### config.mk
export PLATFORM = sky130hd
export DESIGN_NAME = setup_perfect_filter
export DESIGN_NICKNAME = d
export VERILOG_FILES = /design/src/rtl/pdf_pkg.sv /design/src/rtl/pdf_setup_loader.sv /design/src/rtl/pdf_entry_table.sv /design/src/rtl/pdf_match_unit.sv /design/src/rtl/setup_perfect_filter.sv
export SDC_FILE = /design/constraint.sdc
export NUM_CORES = 2
export LEC_CHECK = 0
export ABC_AREA = 1
export CAP_MARGIN = 0
export CORE_UTILIZATION = 65
export DETAILED_ROUTE_END_ITERATION = 7
export DONT_BUFFER_PORTS = 1
export GPL_ROUTABILITY_DRIVEN = 1
export PLACE_DENSITY_LB_ADDON = 0.15
export SLEW_MARGIN = 15
export SYNTH_ARGS = -nofsm -noshare
export SYNTH_HDL_FRONTEND = slang
export SYNTH_SLANG_ARGS = --single-unit
### constraint.sdc
create_clock -name clk -period 8.2 [get_ports clk]
set_clock_uncertainty 0.15 [all_clocks]
set_input_delay 2.46 -clock clk [delete_from_list [all_inputs] [get_ports clk]]
set_output_delay 2.46 -clock clk [all_outputs]
set_load 0.005 [all_outputs]
### src/rtl/pdf_pkg.sv
package pdf_pkg;
  localparam int MAC_W       = 48;
  localparam int ENTRY_BYTES = 12;
  localparam int MAC_BIT_W   = $clog2(MAC_W);

  typedef logic [MAC_W-1:0] mac_t;

  // Offset within an entry carries the first copy of a 16-bit half.
  function automatic logic slot_is_primary(input int off);
    return (off % 4) < 2;
  endfunction

  // Address octet number (0 = first on the wire) for a primary offset.
  function automatic int slot_octet(input int off);
    return (off / 4) * 2 + (off % 2);
  endfunction

  // Low bit position of an octet inside the 48-bit address.
  function automatic int octet_lsb(input int oct);
    return MAC_W - 8 * (oct + 1);
  endfunction
endpackage

### src/rtl/pdf_setup_loader.sv
module pdf_setup_loader
  import pdf_pkg::*;
#(
  parameter int N_ENTRIES   = 16,
  parameter int FRAME_BYTES = N_ENTRIES * ENTRY_BYTES,
  parameter int CNT_W       = $clog2(FRAME_BYTES + 1) + 1
) (
  input  logic                   clk,
  input  logic                   rst_n,
  input  logic                   ld_valid,
  input  logic                   ld_first,
  input  logic                   ld_last,
  input  logic [7:0]             ld_byte,
  output logic                   frame_open,
  output logic                   commit_ev,
  output logic                   bad_ev,
  output mac_t [N_ENTRIES-1:0]   shadow_next
);
  localparam int ENT_W = (N_ENTRIES > 1) ? $clog2(N_ENTRIES) : 1;

  logic                 open_q;
  logic [CNT_W-1:0]     cnt_q;
  logic [CNT_W-1:0]     pos;
  logic [CNT_W-1:0]     pos_nxt;
  logic                 take;
  logic                 end_ev;
  mac_t [N_ENTRIES-1:0] shadow_q;
  mac_t [N_ENTRIES-1:0] shadow_d;
  int                   pos_int;
  int                   ent;
  int                   off;

  always_comb begin
    take    = ld_valid && (ld_first || open_q);
    pos     = ld_first ? '0 : cnt_q;
    pos_nxt = (pos == '1) ? pos : pos + 1'b1;
    pos_int = int'(pos);
    ent     = pos_int / ENTRY_BYTES;
    off     = pos_int % ENTRY_BYTES;
    shadow_d = shadow_q;
    if (take && (pos < CNT_W'(FRAME_BYTES)) && slot_is_primary(off)) begin
      shadow_d[ENT_W'(ent)][MAC_BIT_W'(octet_lsb(slot_octet(off))) +: 8] = ld_byte;
    end
    end_ev    = take && ld_last;
    commit_ev = end_ev && (pos_nxt == CNT_W'(FRAME_BYTES));
    bad_ev    = end_ev && !commit_ev;
  end

  always_ff @(posedge clk or negedge rst_n) begin
    if (!rst_n) begin
      open_q   <= 1'b0;
      cnt_q    <= '0;
      shadow_q <= '0;
    end else begin
      shadow_q <= shadow_d;
      if (take) begin
        cnt_q  <= pos_nxt;
        open_q <= !ld_last;
      end
    end
  end

  assign frame_open  = open_q;
  assign shadow_next = shadow_d;
endmodule

### src/rtl/pdf_entry_table.sv
module pdf_entry_table
  import pdf_pkg::*;
#(
  parameter int N_ENTRIES = 16
) (
  input  logic                 clk,
  input  logic                 rst_n,
  input  logic                 commit_ev,
  input  mac_t [N_ENTRIES-1:0] shadow_next,
  output mac_t [N_ENTRIES-1:0] live_tbl,
  output logic                 ready
);
  always_ff @(posedge clk or negedge rst_n) begin
    if (!rst_n) begin
      live_tbl <= '0;
      ready    <= 1'b0;
    end else if (commit_ev) begin
      live_tbl <= shadow_next;
      ready    <= 1'b1;
    end
  end
endmodule

### src/rtl/pdf_match_unit.sv
module pdf_match_unit
  import pdf_pkg::*;
#(
  parameter int N_ENTRIES = 16,
  parameter int IDX_W     = (N_ENTRIES > 1) ? $clog2(N_ENTRIES) : 1
) (
  input  logic                 clk,
  input  logic                 rst_n,
  input  logic                 lk_valid,
  input  mac_t                 lk_addr,
  input  mac_t [N_ENTRIES-1:0] live_tbl,
  input  logic                 ready,
  input  logic                 blocked,
  output logic [N_ENTRIES-1:0] hit_vec,
  output logic                 res_valid,
  output logic                 res_accept,
  output logic [IDX_W-1:0]     res_index
);
  function automatic logic [IDX_W-1:0] lowest_set(input logic [N_ENTRIES-1:0] v);
    logic [IDX_W-1:0] r;
    r = '0;
    for (int i = N_ENTRIES - 1; i >= 0; i--) begin
      if (v[i]) r = IDX_W'(i);
    end
    return r;
  endfunction

  for (genvar g = 0; g < N_ENTRIES; g++) begin : g_cmp
    assign hit_vec[g] = (live_tbl[g] == lk_addr);
  end

  logic             acc_d;
  logic [IDX_W-1:0] idx_d;

  always_comb begin
    acc_d = lk_valid && ready && !blocked && (|hit_vec);
    idx_d = acc_d ? lowest_set(hit_vec) : '0;
  end

  always_ff @(posedge clk or negedge rst_n) begin
    if (!rst_n) begin
      res_valid  <= 1'b0;
      res_accept <= 1'b0;
      res_index  <= '0;
    end else begin
      res_valid  <= lk_valid;
      res_accept <= acc_d;
      res_index  <= idx_d;
    end
  end
endmodule

### src/rtl/setup_perfect_filter.sv
module setup_perfect_filter
  import pdf_pkg::*;
#(
  parameter int N_ENTRIES = 16,
  parameter int IDX_W     = (N_ENTRIES > 1) ? $clog2(N_ENTRIES) : 1
) (
  input  logic             clk,
  input  logic             rst_n,
  input  logic             ld_valid,
  input  logic             ld_first,
  input  logic             ld_last,
  input  logic [7:0]       ld_byte,
  input  logic             lk_valid,
  input  logic [47:0]      lk_addr,
  output logic             res_valid,
  output logic             res_accept,
  output logic [IDX_W-1:0] res_index,
  output logic             load_busy,
  output logic             load_err,
  output logic             table_ready
);
  localparam int FRAME_BYTES = N_ENTRIES * ENTRY_BYTES;
  localparam int CNT_W       = $clog2(FRAME_BYTES + 1) + 1;

  logic                 frame_open;
  logic                 commit_ev;
  logic                 bad_ev;
  logic                 blocked;
  logic [N_ENTRIES-1:0] hit_vec;
  mac_t [N_ENTRIES-1:0] shadow_next;
  mac_t [N_ENTRIES-1:0] live_tbl;

  pdf_setup_loader #(
    .N_ENTRIES(N_ENTRIES), .FRAME_BYTES(FRAME_BYTES), .CNT_W(CNT_W)
  ) u_loader (
    .clk(clk), .rst_n(rst_n), .ld_valid(ld_valid), .ld_first(ld_first),
    .ld_last(ld_last), .ld_byte(ld_byte), .frame_open(frame_open),
    .commit_ev(commit_ev), .bad_ev(bad_ev), .shadow_next(shadow_next)
  );

  pdf_entry_table #(.N_ENTRIES(N_ENTRIES)) u_table (
    .clk(clk), .rst_n(rst_n), .commit_ev(commit_ev),
    .shadow_next(shadow_next), .live_tbl(live_tbl), .ready(table_ready)
  );

  assign blocked = frame_open | ld_valid;

  pdf_match_unit #(.N_ENTRIES(N_ENTRIES), .IDX_W(IDX_W)) u_match (
    .clk(clk), .rst_n(rst_n), .lk_valid(lk_valid), .lk_addr(lk_addr),
    .live_tbl(live_tbl), .ready(table_ready), .blocked(blocked),
    .hit_vec(hit_vec), .res_valid(res_valid), .res_accept(res_accept),
    .res_index(res_index)
  );

  always_ff @(posedge clk or negedge rst_n) begin
    if (!rst_n) load_err <= 1'b0;
    else if (bad_ev) load_err <= 1'b1;
  end

  assign load_busy = frame_open;
endmodule

==> metrics.txt <==
# TYPE chip_impl_metric gauge
chip_impl_metric{name="final_antenna_net_count",unit=""} 0
chip_impl_metric{name="crit_fanout",unit=""} 16
chip_impl_metric{name="irDropWorstVdd",unit="mV"} 0.2162
chip_impl_metric{name="io_buffers",unit=""} 0
chip_impl_metric{name="detailroute.via_count",unit=""} 49290
chip_impl_metric{name="yosys_warnings",unit=""} 0
chip_impl_info{name="critical_path.startpoint_type",value="input pin"} 1
chip_impl_metric{name="die_h",unit="microns"} 324.0
chip_impl_metric{name="core-area",unit="sq um"} 102300
chip_impl_metric{name="cp.buffers_inverters",unit=""} 6
chip_impl_metric{name="required_arrival_time_at_the_worst_endpoint",unit="ps"} 8760
chip_impl_metric{name="hpwlAfterDp",unit="microns"} 119500
chip_impl_metric{name="fp.dieW",unit="microns"} 324.0
chip_impl_info{name="run_status",value="finished clean"} 1
chip_impl_metric{name="dieArea",unit="sq um"} 105000
chip_impl_info{name="grt_busiest_layer",value="met2"} 1
chip_impl_metric{name="number_of_buffers_created_by_cts",unit=""} 157
chip_impl_info{name="timing.critical_path.to_type",value="flip-flop"} 1
chip_impl_metric{name="stdcell_area",unit="sq um"} 72830
chip_impl_metric{name="cts_max_level",unit=""} 4
chip_impl_metric{name="aggregate_global_routing_overflow",unit=""} 0
chip_impl_metric{name="synth_enable_flop_cells",unit=""} 0
chip_impl_metric{name="drt_wl_total",unit="microns"} 198400
chip_impl_metric{name="power_per_cell_area",unit="nW/um^2"} 222.8
chip_impl_metric{name="dpl-instance-area",unit="sq um"} 67440
chip_impl_metric{name="insertedDiodeCount",unit=""} 0
chip_impl_metric{name="setup_tns",unit="ps"} 0
chip_impl_metric{name="worst-slew-pin-transition",unit="ps"} 1272
chip_impl_metric{name="post-route-min-period",unit="ps"} 7364
chip_impl_metric{name="setup_violations",unit=""} 0
chip_impl_metric{name="synthArstFlopShare",unit="%"} 100.0
chip_impl_metric{name="initial_drc_count",unit=""} 6231
chip_impl_metric{name="intPower",unit="W"} 0.01239
chip_impl_metric{name="clock_tree.buffer_depth",unit=""} 3
chip_impl_metric{name="syn-instance-count",unit=""} 7520
chip_impl_metric{name="post_cts_resize_count",unit=""} 0
chip_impl_info{name="cts_root_buf",value="clkbuf_16"} 1
chip_impl_metric{name="grt.total_usage",unit="%"} 38.93
chip_impl_info{name="cts_tree",value="yes"} 1
chip_impl_info{name="min-delay-path-class",value="reg -> reg"} 1
chip_impl_metric{name="cap_viol_max_count",unit=""} 0
chip_impl_metric{name="gp_routability_congestion",unit=""} 0.9983
chip_impl_metric{name="postCtsSetupRepairBufs",unit=""} 0
chip_impl_info{name="path_common_cell",value="nand2_1"} 1
chip_impl_metric{name="via_per_instance_ratio",unit=""} 5.775
chip_impl_metric{name="synthesis.area",unit="sq um"} 67400
chip_impl_metric{name="largest_net_degree_at_the_start_of_global_routing",unit=""} 223
chip_impl_metric{name="layout_worst_path_cycle_share",unit="%"} 89.80
chip_impl_metric{name="comb_power_share",unit="%"} 6.2
chip_impl_metric{name="synth.distinct_cells",unit=""} 53
chip_impl_metric{name="drtPass1Iterations",unit=""} 8
chip_impl_info{name="critPathKind",value="in -> reg"} 1
chip_impl_info{name="synthFlopType",value="dfrtp_1"} 1
chip_impl_info{name="timing.critical_path.slowest_stage_cell",value="nand2_1"} 1
chip_impl_metric{name="hold_violations",unit=""} 0
chip_impl_metric{name="clkPwrFrac",unit="%"} 45.4
chip_impl_metric{name="leak",unit="nW"} 37.05
chip_impl_metric{name="fraction_of_final_layout_cells_sized_beyond_drive_strength_1",unit="%"} 6.585
chip_impl_metric{name="starting_density",unit="%"} 65.87
chip_impl_metric{name="ys_seq_elements",unit=""} 1554
chip_impl_info{name="grt_setup_unrepaired",value="no"} 1
chip_impl_metric{name="number_of_antenna_violations_at_the_first_check_in_global_routing",unit=""} 1
chip_impl_metric{name="io_pins",unit=""} 71
chip_impl_metric{name="placement_rows",unit=""} 117
chip_impl_metric{name="synth_area_per_cell",unit="sq um"} 8.963
chip_impl_metric{name="crit_path_max_incr_delay",unit="ps"} 420
chip_impl_metric{name="switching_share_of_power",unit="%"} 23.65
chip_impl_metric{name="wire_length_of_the_first_global_routing_pass",unit="microns"} 299800
chip_impl_metric{name="clock.fmax",unit="MHz"} 135.8
chip_impl_metric{name="remaining_drc_errors",unit=""} 0
chip_impl_metric{name="detail_route.wl_per_cell",unit="microns"} 23.24
chip_impl_metric{name="power.net_switching",unit="W"} 0.003837
chip_impl_metric{name="syn_to_final_growth",unit="%"} 8.055
chip_impl_metric{name="postCtsHoldBufs",unit=""} 0
chip_impl_metric{name="first_global_vias",unit=""} 48030
chip_impl_info{name="worst_path_dominant_cell_family",value="simple AND/OR/NAND/NOR gates"} 1
chip_impl_metric{name="worst_setup_hold_path_clk_slew",unit="ps"} 60
chip_impl_metric{name="timing_max_transition_violations_final",unit=""} 0
chip_impl_metric{name="synth-seq-area-share",unit="%"} 57.70
chip_impl_metric{name="finish.net_count",unit=""} 7113
chip_impl_metric{name="grt_use_met3",unit="%"} 8.241
chip_impl_metric{name="cp.arrival",unit="ps"} 7930
chip_impl_metric{name="power_frac_seq",unit="%"} 48.4
chip_impl_metric{name="slew-limit-headroom",unit="%"} 14.44
chip_impl_metric{name="globalRouteMet1Util",unit="%"} 52.85
chip_impl_metric{name="gr_met2_demand_resource",unit="%"} 58.53
chip_impl_metric{name="clkSinkCount",unit=""} 1554
chip_impl_metric{name="insertion_delay",unit="ps"} 790
cell families (layout without fill, tap and decap cells):
family / after synthesis / count (layout) / synth area share [%]
XOR/XNOR: 654 / 654 / 8.498
flip-flops: 1554 / 1554 / 57.70
adder cells (fa/ha/maj): 9 / 9 / 0.1893
AND/OR/NAND/NOR: 3811 / 3811 / 24.15
other: 2 / 4 / 0.01114
AO/OA/AOI/OAI: 347 / 347 / 2.903
buffers and inverters: 1143 / 789 / 6.553
layer usage:
metal | wire length, microns | share of wire [%] | vias up
met4 | 13000 | 6.6 | 0
met2 | 88190 | 44 | 2355
met3 | 18720 | 9.4 | 577
met1 | 78460 | 40 | 24130
met5 | 0 | 0 | -
li1 | - | - | 22230
cells in the final DEF (no fill, tap or decap), types with 9 or more instances in the layout:
cell	synthesis	layout
a21oi_1	9	9
and2_1	148	148
buf_12	0	21
buf_16	0	12
buf_4	11	69
bufinv_16	0	11
clkbuf_1	661	33
clkbuf_16	0	160
clkbuf_8	0	35
clkinv_2	0	29
dfrtp_1	1554	1554
inv_1	383	383
inv_2	11	11
nand2_1	2797	2797
nand2_2	10	10
nand3_1	388	388
nand4_1	211	211
nor2_1	92	90
nor2_2	24	23
nor2_4	10	13
nor3_1	15	15
nor4_1	47	46
o2111ai_1	30	30
o21a_1	12	12
o21ai_0	206	206
o21ai_1	69	69
or2_2	45	45
xnor2_1	604	604
xor2_1	50	50
synthesized netlist by cell type, drive strengths merged (15+ instances only):
cell type / n / area, sq um
nand2: 2808 / 10570
dfrtp: 1554 / 38890
clkbuf: 661 / 2481
xnor2: 604 / 5290
inv: 394 / 1479
nand3: 394 / 2017
o21ai: 275 / 1376
nand4: 215 / 1388
and2: 148 / 925.9
nor2: 127 / 628.1
buf: 80 / 426.7
xor2: 50 / 437.9
nor4: 48 / 306.5
or2: 46 / 287.8
o2111ai: 30 / 262.8
nor3: 15 / 75.07
final timing paths:
kind	from	to	slack, ps	cells past startpoint
max	ld_first	u_table.live_tbl[275]	840	35
min	u_loader.shadow_q[402]	u_loader.shadow_q[402]	220	0
min reg2reg	u_loader.shadow_q[402]	u_loader.shadow_q[402]	220	0
max reg2reg	u_loader.cnt_q[7]	u_table.live_tbl[275]	2050	36
min in group asynchronous	rst_n	u_loader.shadow_q[102]	1240	0
max in group asynchronous	rst_n	u_table.live_tbl[467]	3470	5
power by group through the flow:
stage / Sequential, W / Clock, W / Combinational (W)
floorplan: 0.00798 / 0 / 0.000628
global placement: 0.00799 / 0 / 0.000962
detailed placement: 0.00799 / 0 / 0.000981
CTS: 0.00785 / 0.00740 / 0.000992
global route: 0.00786 / 0.00772 / 0.00110
finish: 0.00785 / 0.00736 / 0.00101
final cells by class:
cell class,count,area [sq um]
clock inverters,57,696.9
flip-flops and latches,1554,38890
inverters,402,1516
well taps,1368,1712
repair buffers,102,1269
fillers,7481,29500
multi-input cells,4825,24140
clock buffers,228,4609
per-stage QoR:
stage	setup WS, ps	instances	utilization (%)	power [W]	hold WS (ps)
2_1_floorplan	963.7	7522	-	0.008610	279.4
3_3_place_gp	274.1	8247	65.88	0.008948	214.9
3_5_place_dp	177.5	8248	65.91	0.008973	215.6
4_1_cts	949.2	8533	71.09	0.01625	228.2
5_1_grt	225.4	8536	71.17	0.01668	230.4
6_report	836.4	8536	71.17	0.01623	223.0
flip-flops by register name (all words and copies together), names as in the netlist:
name	flops
u_match.res_accept	1
load_err	1
u_match.res_index	4
u_table.live_tbl	768
u_match.res_valid	1
u_table.ready	1
u_loader.cnt_q	9
u_loader.frame_open	1
u_loader.shadow_q	768
No activity file was read; power rests on OpenSTA's default activity.
